### config.mk
export PLATFORM = sky130hd
export DESIGN_NAME = psc_gate_gen
export DESIGN_NICKNAME = d
export VERILOG_FILES = /design/src/rtl/psc_pkg.sv /design/src/rtl/psc_carrier.sv /design/src/rtl/psc_compare.sv /design/src/rtl/psc_popcount.sv /design/src/rtl/psc_gate_gen.sv
export SDC_FILE = /design/constraint.sdc
export NUM_CORES = 1
export LEC_CHECK = 0
export CAP_MARGIN = 10
export CORE_MARGIN = 2
export CORE_UTILIZATION = 50
export CTS_CLUSTER_DIAMETER = 200
export CTS_CLUSTER_SIZE = 28
export DETAILED_ROUTE_END_ITERATION = 10
export GPL_TIMING_DRIVEN = 0
export PLACE_DENSITY = 0.71
export SLEW_MARGIN = 20
export SYNTH_ARGS = -nofsm -noshare
export SYNTH_HDL_FRONTEND = slang
export SYNTH_SLANG_ARGS = --single-unit
### constraint.sdc
create_clock -name clk -period 4.1 [get_ports clk]
set_input_delay 0.82 -clock clk [delete_from_list [all_inputs] [get_ports clk]]
set_output_delay 0.82 -clock clk [all_outputs]
set_load 0.02 [all_outputs]
### src/rtl/psc_pkg.sv
package psc_pkg;

    localparam int NUM_SM = 4;
    localparam int CNT_W  = $clog2(NUM_SM + 1);

    typedef enum logic {
        C_RISE = 1'b0,
        C_FALL = 1'b1
    } car_dir_e;

    // Quarter slot q: 0 -> bottom rising, 1 -> mid rising,
    // 2 -> top falling, 3 -> mid falling.
    function automatic car_dir_e slot_dir(input int q);
        return (q < 2) ? C_RISE : C_FALL;
    endfunction

endpackage

### src/rtl/psc_carrier.sv
module psc_carrier
    import psc_pkg::*;
#(
    parameter int REF_W = 12,
    parameter int SLOT  = 0
) (
    input  logic                    clk,
    input  logic                    rst,
    input  logic                    en,
    input  logic [REF_W-2:0]        half,
    output logic signed [REF_W-1:0] val
);
    localparam int HALF_W = REF_W - 1;

    car_dir_e                 st_q, st_d;
    logic signed [REF_W-1:0]  val_d;
    logic signed [REF_W-1:0]  pk_pos, pk_neg, start_val;

    always_comb begin
        pk_pos = signed'({1'b0, half});
        pk_neg = -pk_pos;
        if (SLOT == 0)      start_val = pk_neg;
        else if (SLOT == 2) start_val = pk_pos;
        else                start_val = '0;
    end

    // next-state and next-count
    always_comb begin
        st_d  = st_q;
        val_d = val;
        if (!en) begin
            st_d  = slot_dir(SLOT);
            val_d = start_val;
        end else begin
            unique case (st_q)
                C_RISE: begin
                    if (val >= pk_pos) begin
                        st_d  = C_FALL;
                        val_d = val - 1'b1;
                    end else begin
                        val_d = val + 1'b1;
                    end
                end
                C_FALL: begin
                    if (val <= pk_neg) begin
                        st_d  = C_RISE;
                        val_d = val + 1'b1;
                    end else begin
                        val_d = val - 1'b1;
                    end
                end
            endcase
        end
    end

    // state register
    always_ff @(posedge clk) begin
        if (rst) begin
            st_q <= C_RISE;
            val  <= '0;
        end else begin
            st_q <= st_d;
            val  <= val_d;
        end
    end

    // bounded while H is stable and the count was in range
    a_r2_carrier_bounded: assert property (@(posedge clk) disable iff (rst)
        (!$past(rst) && $past(en) && $stable(half)
         && $past(val) <= $past(pk_pos) && $past(val) >= $past(pk_neg))
        |-> (val <= pk_pos && val >= pk_neg));

    // one step per enabled clock
    a_r2_unit_step: assert property (@(posedge clk) disable iff (rst)
        (!$past(rst) && $past(en))
        |-> (val == $past(val) + 1 || val == $past(val) - 1));

    // disabled edge reloads the slot start value
    a_r1_reload_start: assert property (@(posedge clk) disable iff (rst)
        (!$past(rst) && !$past(en)) |-> (val == $past(start_val)));

    initial begin
        a_r1_slot_range: assert (SLOT >= 0 && SLOT < NUM_SM && HALF_W >= 1);
    end

endmodule

### src/rtl/psc_compare.sv
module psc_compare #(
    parameter int REF_W = 12
) (
    input  logic                    clk,
    input  logic                    rst,
    input  logic                    en,
    input  logic signed [REF_W-1:0] ref_in,
    input  logic signed [REF_W-1:0] car,
    output logic                    gate
);
    logic gate_d;

    always_comb begin
        gate_d = gate;
        if (!en)               gate_d = 1'b0;
        else if (ref_in > car) gate_d = 1'b1;
        else if (ref_in < car) gate_d = 1'b0;
    end

    always_ff @(posedge clk) begin
        if (rst) gate <= 1'b0;
        else     gate <= gate_d;
    end

    a_r3_above_sets: assert property (@(posedge clk) disable iff (rst)
        (!$past(rst) && $past(en) && $past(ref_in > car)) |-> gate);

    a_r3_below_clears: assert property (@(posedge clk) disable iff (rst)
        (!$past(rst) && $past(en) && $past(ref_in < car)) |-> !gate);

    a_r4_equal_holds: assert property (@(posedge clk) disable iff (rst)
        (!$past(rst) && $past(en) && $past(ref_in == car)) |-> (gate == $past(gate)));

endmodule

### src/rtl/psc_popcount.sv
module psc_popcount
    import psc_pkg::*;
(
    input  logic [NUM_SM-1:0] bits_in,
    output logic [CNT_W-1:0]  ones
);
    always_comb begin
        ones = '0;
        for (int i = 0; i < NUM_SM; i++) begin
            ones = ones + CNT_W'(bits_in[i]);
        end
    end
endmodule

### src/rtl/psc_gate_gen.sv
module psc_gate_gen
    import psc_pkg::*;
#(
    parameter int REF_W = 12
) (
    input  logic                    clk,
    input  logic                    rst,
    input  logic                    arm_en,
    input  logic [REF_W-2:0]        half_per,
    input  logic signed [REF_W-1:0] ref_in,
    output logic [NUM_SM-1:0]       top_g,
    output logic [NUM_SM-1:0]       bot_g,
    output logic [CNT_W-1:0]        n_ins
);
    logic signed [REF_W-1:0] car [NUM_SM];
    logic [NUM_SM-1:0]       gate_q;

    for (genvar g = 0; g < NUM_SM; g++) begin : g_cell
        psc_carrier #(.REF_W(REF_W), .SLOT(g)) u_car (
            .clk  (clk),
            .rst  (rst),
            .en   (arm_en),
            .half (half_per),
            .val  (car[g])
        );
        psc_compare #(.REF_W(REF_W)) u_cmp (
            .clk    (clk),
            .rst    (rst),
            .en     (arm_en),
            .ref_in (ref_in),
            .car    (car[g]),
            .gate   (gate_q[g])
        );
    end

    psc_popcount u_cnt (
        .bits_in (gate_q),
        .ones    (n_ins)
    );

    always_comb begin
        top_g = gate_q;
        bot_g = ~gate_q;
    end

    // any disabled edge leaves every cell bypassed
    a_r7_disabled_bypass: assert property (@(posedge clk) disable iff (rst)
        (!$past(rst) && !$past(arm_en)) |-> (top_g == '0 && n_ins == '0));

    // count never exceeds the cell count and tracks inserted cells
    a_r6_count_matches: assert property (@(posedge clk) disable iff (rst)
        (n_ins <= CNT_W'(NUM_SM)) && (32'(n_ins) == $countones(top_g)));

    // each pair is complementary
    a_r5_pairs_opposed: assert property (@(posedge clk) disable iff (rst)
        (top_g & bot_g) == '0 && (top_g | bot_g) == '1);

    // reset leaves all cells bypassed
    a_r8_reset_clear: assert property (@(posedge clk)
        $past(rst) |-> (top_g == '0));

endmodule

### After elaboration in Yosys (flattened, before gate mapping)

Index checks and enable logic that the tools add are counted.

| word-level totals | value |
|---|---|
| flip-flop bits (word level) | 56 |
| bits of input ports | 26 |
| output and inout bits | 11 |
| word-level logic and storage cells | 88 |

| cells by class | value |
|---|---|
| add/subtract/negate cells | 12 |
| order comparisons | 16 |
| mux-type cells | 36 |
| bitwise operators | 6 |
| reduce and logical (&&, ||, !) cells | 5 |

Operator list:

| operator | count |
|---|---|
| $mux 12 | 9 |
| $pmux 12 s2 | 4 |
| $add 12x1->12 const B | 4 |
| $ge 12x12->1 | 4 |
| $gt 12x12->1 | 4 |
| $le 12x12->1 | 4 |
| $lt 12x12->1 | 4 |
| $sub 12x1->12 const B | 4 |
| $mux 1 | 18 |
| $neg 11->12 | 1 |
| $mux 11 | 1 |
| $pmux 1 s2 | 4 |
| $reduce_bool 2->1 | 4 |
| $add 3x1->3 | 2 |
| $not 1->1 | 5 |
| $not 4->4 | 1 |
| $add 1x1->2 | 1 |
| $reduce_or 2->1 | 1 |

### Logic depth before layout (Yosys ltp)

| logic depth | value |
|---|---|
| depth in word-level cells | 5 |
| depth in mapped cells | 17 |
| gate-level depth less buffers | 16 |

### Hierarchy

A second synthesis with hierarchy kept.

| second synthesis, totals | value |
|---|---|
| cell total of the unflattened synthesis | 1118 |
| area total of the unflattened synthesis | 8416.8 um^2 |

Modules (own cells, without submodules):

| module | instances | cells each | area each (um^2) | seq. area each (um^2) |
|---|---|---|---|---|
| psc_carrier (g_cell[0].u_car) | 1 | 262 | 1911.8 | 260.2 |
| psc_carrier (g_cell[1].u_car) | 1 | 231 | 1677.9 | 260.2 |
| psc_carrier (g_cell[2].u_car) | 1 | 220 | 1674.1 | 260.2 |
| psc_carrier (g_cell[3].u_car) | 1 | 217 | 1622.8 | 260.2 |
| psc_compare | 4 | 44 | 362.8 | 20.0 |
| psc_popcount | 1 | 8 | 63.8 | 0.0 |
| psc_gate_gen | 1 | 4 | 15.0 | 0.0 |

### Worst setup path after synthesis

Ideal clock, no wire load.

| timing | value |
|---|---|
| path type | input-to-reg |
| start point | in half_per[1] |
| end point | reg g_cell[1].u_car.val[8] |
| setup time | 0.071 ns |
| arrival time | 4.201 ns |
| required time | 4.029 ns |
| path slack | -0.172 ns |
| cell stages on the path | 16 |
| path buffers | 2 |
| cell sequence | inv_1 > ha_1 > or4b_1 > clkbuf_2 > or4_4 > nand2_1 > ha_1 > nand4_1 > mux2i_1 > a21boi_0 > o31a_1 > o21a_1 > buf_2 > or3_1 > a21o_1 > a21oi_1 |

| on the way | value |
|---|---|
| word-level cells in the longest chain between the ends | 4 |
| elaborated cells on any way between the ends | 6 |
| those cells by class | 1 x add/sub; 2 x order compare; 3 x mux |

Ends and longest elaborated chain:

| element | RTL line | RTL |
|---|---|---|
| start, declared | psc_gate_gen.sv:9 | `input logic [REF_W-2:0] half_per,` |
| $neg 11->12 | psc_carrier.sv:21 | `pk_neg = -pk_pos;` |
| $le 12x12->1 | psc_carrier.sv:45 | `if (val <= pk_neg) begin` |
| $mux 12 | psc_carrier.sv:45 |  |
| $pmux 12 s2 * | psc_carrier.sv:35 | `unique case (st_q)` |
| end signal, assigned | psc_carrier.sv:63 | `val <= val_d;` |
| end, declared | psc_carrier.sv:11 | `output logic signed [REF_W-1:0] val` |

Mark *: on every way between the ends. The rest lies on a longest branch, timed or not.
A chain may end at the register's enable or synchronous reset.

### Final worst setup path

| timing | value |
|---|---|
| start point | in half_per[1] |
| end point | reg g_cell[2].u_car.val[10] |

| on the way | value |
|---|---|
| word-level cells in the longest chain between the ends | 5 |
| elaborated cells on any way between the ends | 7 |
| those cells by class | 1 x add/sub; 2 x order compare; 4 x mux |

Ends and longest elaborated chain:

| element | RTL line | RTL |
|---|---|---|
| $neg 11->12 | psc_carrier.sv:21 |  |
| $le 12x12->1 | psc_carrier.sv:45 |  |
| $mux 12 | psc_carrier.sv:45 |  |
| $pmux 12 s2 * | psc_carrier.sv:35 |  |
| $mux 11 * | psc_carrier.sv:31 | `if (!en) begin` |
| end signal, assigned | psc_carrier.sv:63 |  |
| end, declared | psc_carrier.sv:11 |  |

Marked as above.

==> flow_summary.ini <==
[grt]
grt_util_all_layers_pct = 33.09
grt_pass1_vias = 7040
overflow = 0
grt_pass1_wl_mm = 38.23
grt_start_max_net_pins = 16
antenna_found_initial = 0

[sta]
rsz0062_at_grt = yes
final.period_utilization_pct = 101.7
clock-skew-final_ns = 0.005320
period_minus_slack_ns = 4.170
slew_headroom_pct = 43.28
final.setup.worst_slack_ns = -0.06968
worstMarginPinSlew_ns = 0.8508
setup_viol = 3
drv_slew = 0
whs_ns = 0.5194
hold_viol = 0
fmax_ghz = 0.2398

[synth]
ys_top_cells_by_area = ha_1 23%, dfxtp_1 16%, inv_1 3.8%
syn_area_per_cell_um2 = 7.868
syn_inst = 911
yosysUniqueCellTypes = 82
yosysTopAreaCell = ha_1
synth-edff-count = 0
syn_nets = 1069
synth-seq-cells = 56
synth_ff_type = dfxtp_1
postSynth.asyncResetShare_pct = 0
netlist.area_leader.share_pct = 22.87
ys_seq_area_share_pct = 15.64
ys_warn_count = 0
yosysMostFrequentCell = ha_1
ys_top_cells_by_count = 131 x ha_1, 72 x inv_1, 59 x nand2_1
netlist_area_um2 = 7168

[hold_path]
hold_class = register to register
min_to = g_cell[3].u_car.val[11]
worstHoldStart = g_cell[3].u_car.val[11]
hold_depth = 2

[route]
drtAntennaViolNets = 0
wirelength_mm = 25.12
highest_layer = met4
wl_met3_mm = 1.924
drc = 0
drt-pass1-iter-count = 7
met2WireLength_mm = 11.35
post_drt_wl_per_cell_um = 21.60
drt-met1-wl_mm = 10.71
drtIter0Drc = 685
viasPerCell = 6.532
vias = 7597

[finish]
area_delta_synth_final_pct = 20.21
nets = 1140
n_antenna_cell = 0
design_area_um2 = 8617
drive_gt1_share_pct = 13.94
fin_cells = 1163

[die]
die_area_um2 = 15310
ios = 37
std_cell_rows = 43
core_area_um2 = 13930
start_util_pct = 51.44
die_w_um = 123.7
die_h_um = 123.7

[power_and_ir_drop]
pwr_density_cell_nw_per_um2 = 258.4
p_leak_nw = 3.478
ir_worst_vdd_mv = 0.1951

[flow_run]
cap_violations = 0

[run_status]
status = finished, violations left
failed_checks = setup timing

[clock_tree]
clk_latency_ns = 0.31
cts.sinks = 56
cts-root-buf = clkbuf_16
cts_buffer_depth = 2
cts_made_buffers = 5
ctsHtreeMaxLevel = 2
cts_hold_buffers = 0
clk_pin_slew_ns = 0.08
cts_tree = done

[place]
dp_hpwl_mm = 17.98
dp_slack_ns = -1.465
place_congestion = 0.9659
io_buffer_count = 34
placedCellCount = 1125
place_area_um2 = 7775

[critical_path]
worstPathArrival_ns = 4.38
cp_max_fo = 5
rrSetupSlack_ns = 0.80
reg2reg_depth = 13
critical_path_class = primary input to register
r2r-end = g_cell[1].u_car.val[8]
cp-end-kind = register
cp.required_ns = 4.31
start_kind = primary input
r2r_start = g_cell[1].u_car.val[0]
-- power by group --
part	switching, W	internal, W
logic	0.000613	0.000454
registers	0.0000931	0.000591
clock network	0.000229	0.000246
-- final cells by class --
type	count	area, um2
Multi-Input combinational cell	748	6073
Fill cell	1227	5318
Sequential cell	56	1121
Timing Repair Buffer	67	581.8
Inverter	74	292.8
Tap cell	180	225.2
Buffer	30	176.4
Clock buffer	8	146.4
-- worst max-delay path, stage by stage --
cell        delay, ns
buf_8            0.10
clkinvlp_4       0.10
ha_4             0.16
or4b_4           0.49
buf_4            0.18
o31ai_4          0.34
buf_4            0.17
buf_4            0.13
and3_4           0.19
o2111ai_4        0.16
a211oi_2         0.21
nor4_1           0.08
o31a_1           0.36
buf_4            0.17
nor4b_4          0.26
a2111oi_0        0.12
a311o_1          0.32
-- worst max path at each step --
stage | depth (start not counted) | slack (ns) | startpoint | end
6_report | 17 | -0.07 | half_per[1] | g_cell[2].u_car.val[10]
5_1_grt | 17 | -0.16 | half_per[1] | g_cell[2].u_car.val[10]
4_1_cts | 15 | 0.004 | half_per[1] | g_cell[3].u_car.val[3]
3_5_place_dp | 18 | -1.46 | half_per[0] | g_cell[0].u_car.val[2]
3_3_place_gp | 18 | -1.43 | half_per[0] | g_cell[0].u_car.val[2]
2_1_floorplan | 16 | -0.03 | half_per[1] | g_cell[1].u_car.val[8]
-- logic make-up (layout without fill, tap and decap cells) --
group | count (synthesis) | in the layout | share of synthesized area, %
compound gates | 234 | 235 | 22.66
flops | 56 | 56 | 15.64
mux | 16 | 16 | 2.269
simple gates | 331 | 331 | 25.19
buf+inv | 108 | 179 | 6.319
xor+xnor | 29 | 29 | 4.032
fa+ha+maj | 137 | 137 | 23.90
-- timing repair --
| item | in CTS | in global routing |
|---|---|---|
| pin swaps | 12 | 24 |
| setup endpoints to repair | 48 | 43 |
| gates cloned | 1 | 1 |
| buffers inserted | 18 | 14 |
| gates resized for setup | 51 | 74 |
-- registers in the layout, indices dropped and copies added, names as in the netlist --
signal             flops
g_cell.u_car.st_q      4
g_cell.u_car.val      48
g_cell.u_cmp.gate      4
-- per-stage QoR --
stage | util (%) | setup TNS (ns) | total power (W)
floorplan | - | -0.03068 | 0.001333
CTS | 58.98 | 0 | 0.002122
finish | 61.84 | -0.1177 | 0.002226
global route | 61.84 | -0.3769 | 0.002357
detailed placement | 55.80 | -54.48 | 0.001614
global placement | 55.80 | -52.12 | 0.001597
-- routing by layer --
layer	up-vias	track usage, %
met3	71	4.533
met1	3553	43.94
met2	383	52.88
met4	0	15.70
li1	3590	-
met5	-	0
-- layout by cell type, fill, tap and decap left out, types with 4 or more instances in the layout --
cell type,netlist,final
nor3_1,45,40
a21oi_1,40,39
o22ai_1,11,11
nor2b_1,18,18
xnor2_1,23,19
buf_4,5,36
clkdlybuf4s50_1,0,27
nand4_1,28,28
a41oi_1,5,5
o211ai_1,5,5
nor2_1,47,45
buf_6,3,5
a21o_1,11,11
ha_1,131,128
or3_1,10,9
a2111oi_4,0,4
nor3b_1,11,11
and3_1,21,18
a211oi_1,10,7
nand3_1,37,36
a31oi_1,11,10
clkbuf_2,1,4
o2111ai_1,6,6
or2_2,4,4
o21a_1,31,30
inv_1,72,68
o21ai_0,45,42
clkbuf_1,20,18
nand2_1,59,56
nor4_1,11,9
mux2i_1,14,11
clkbuf_16,0,5
nand2b_1,12,12
a211o_1,8,8
nor3_2,0,5
or4_1,6,6
dfxtp_1,56,56
and4_1,5,5
No activity file was read; power rests on OpenSTA's default activity.
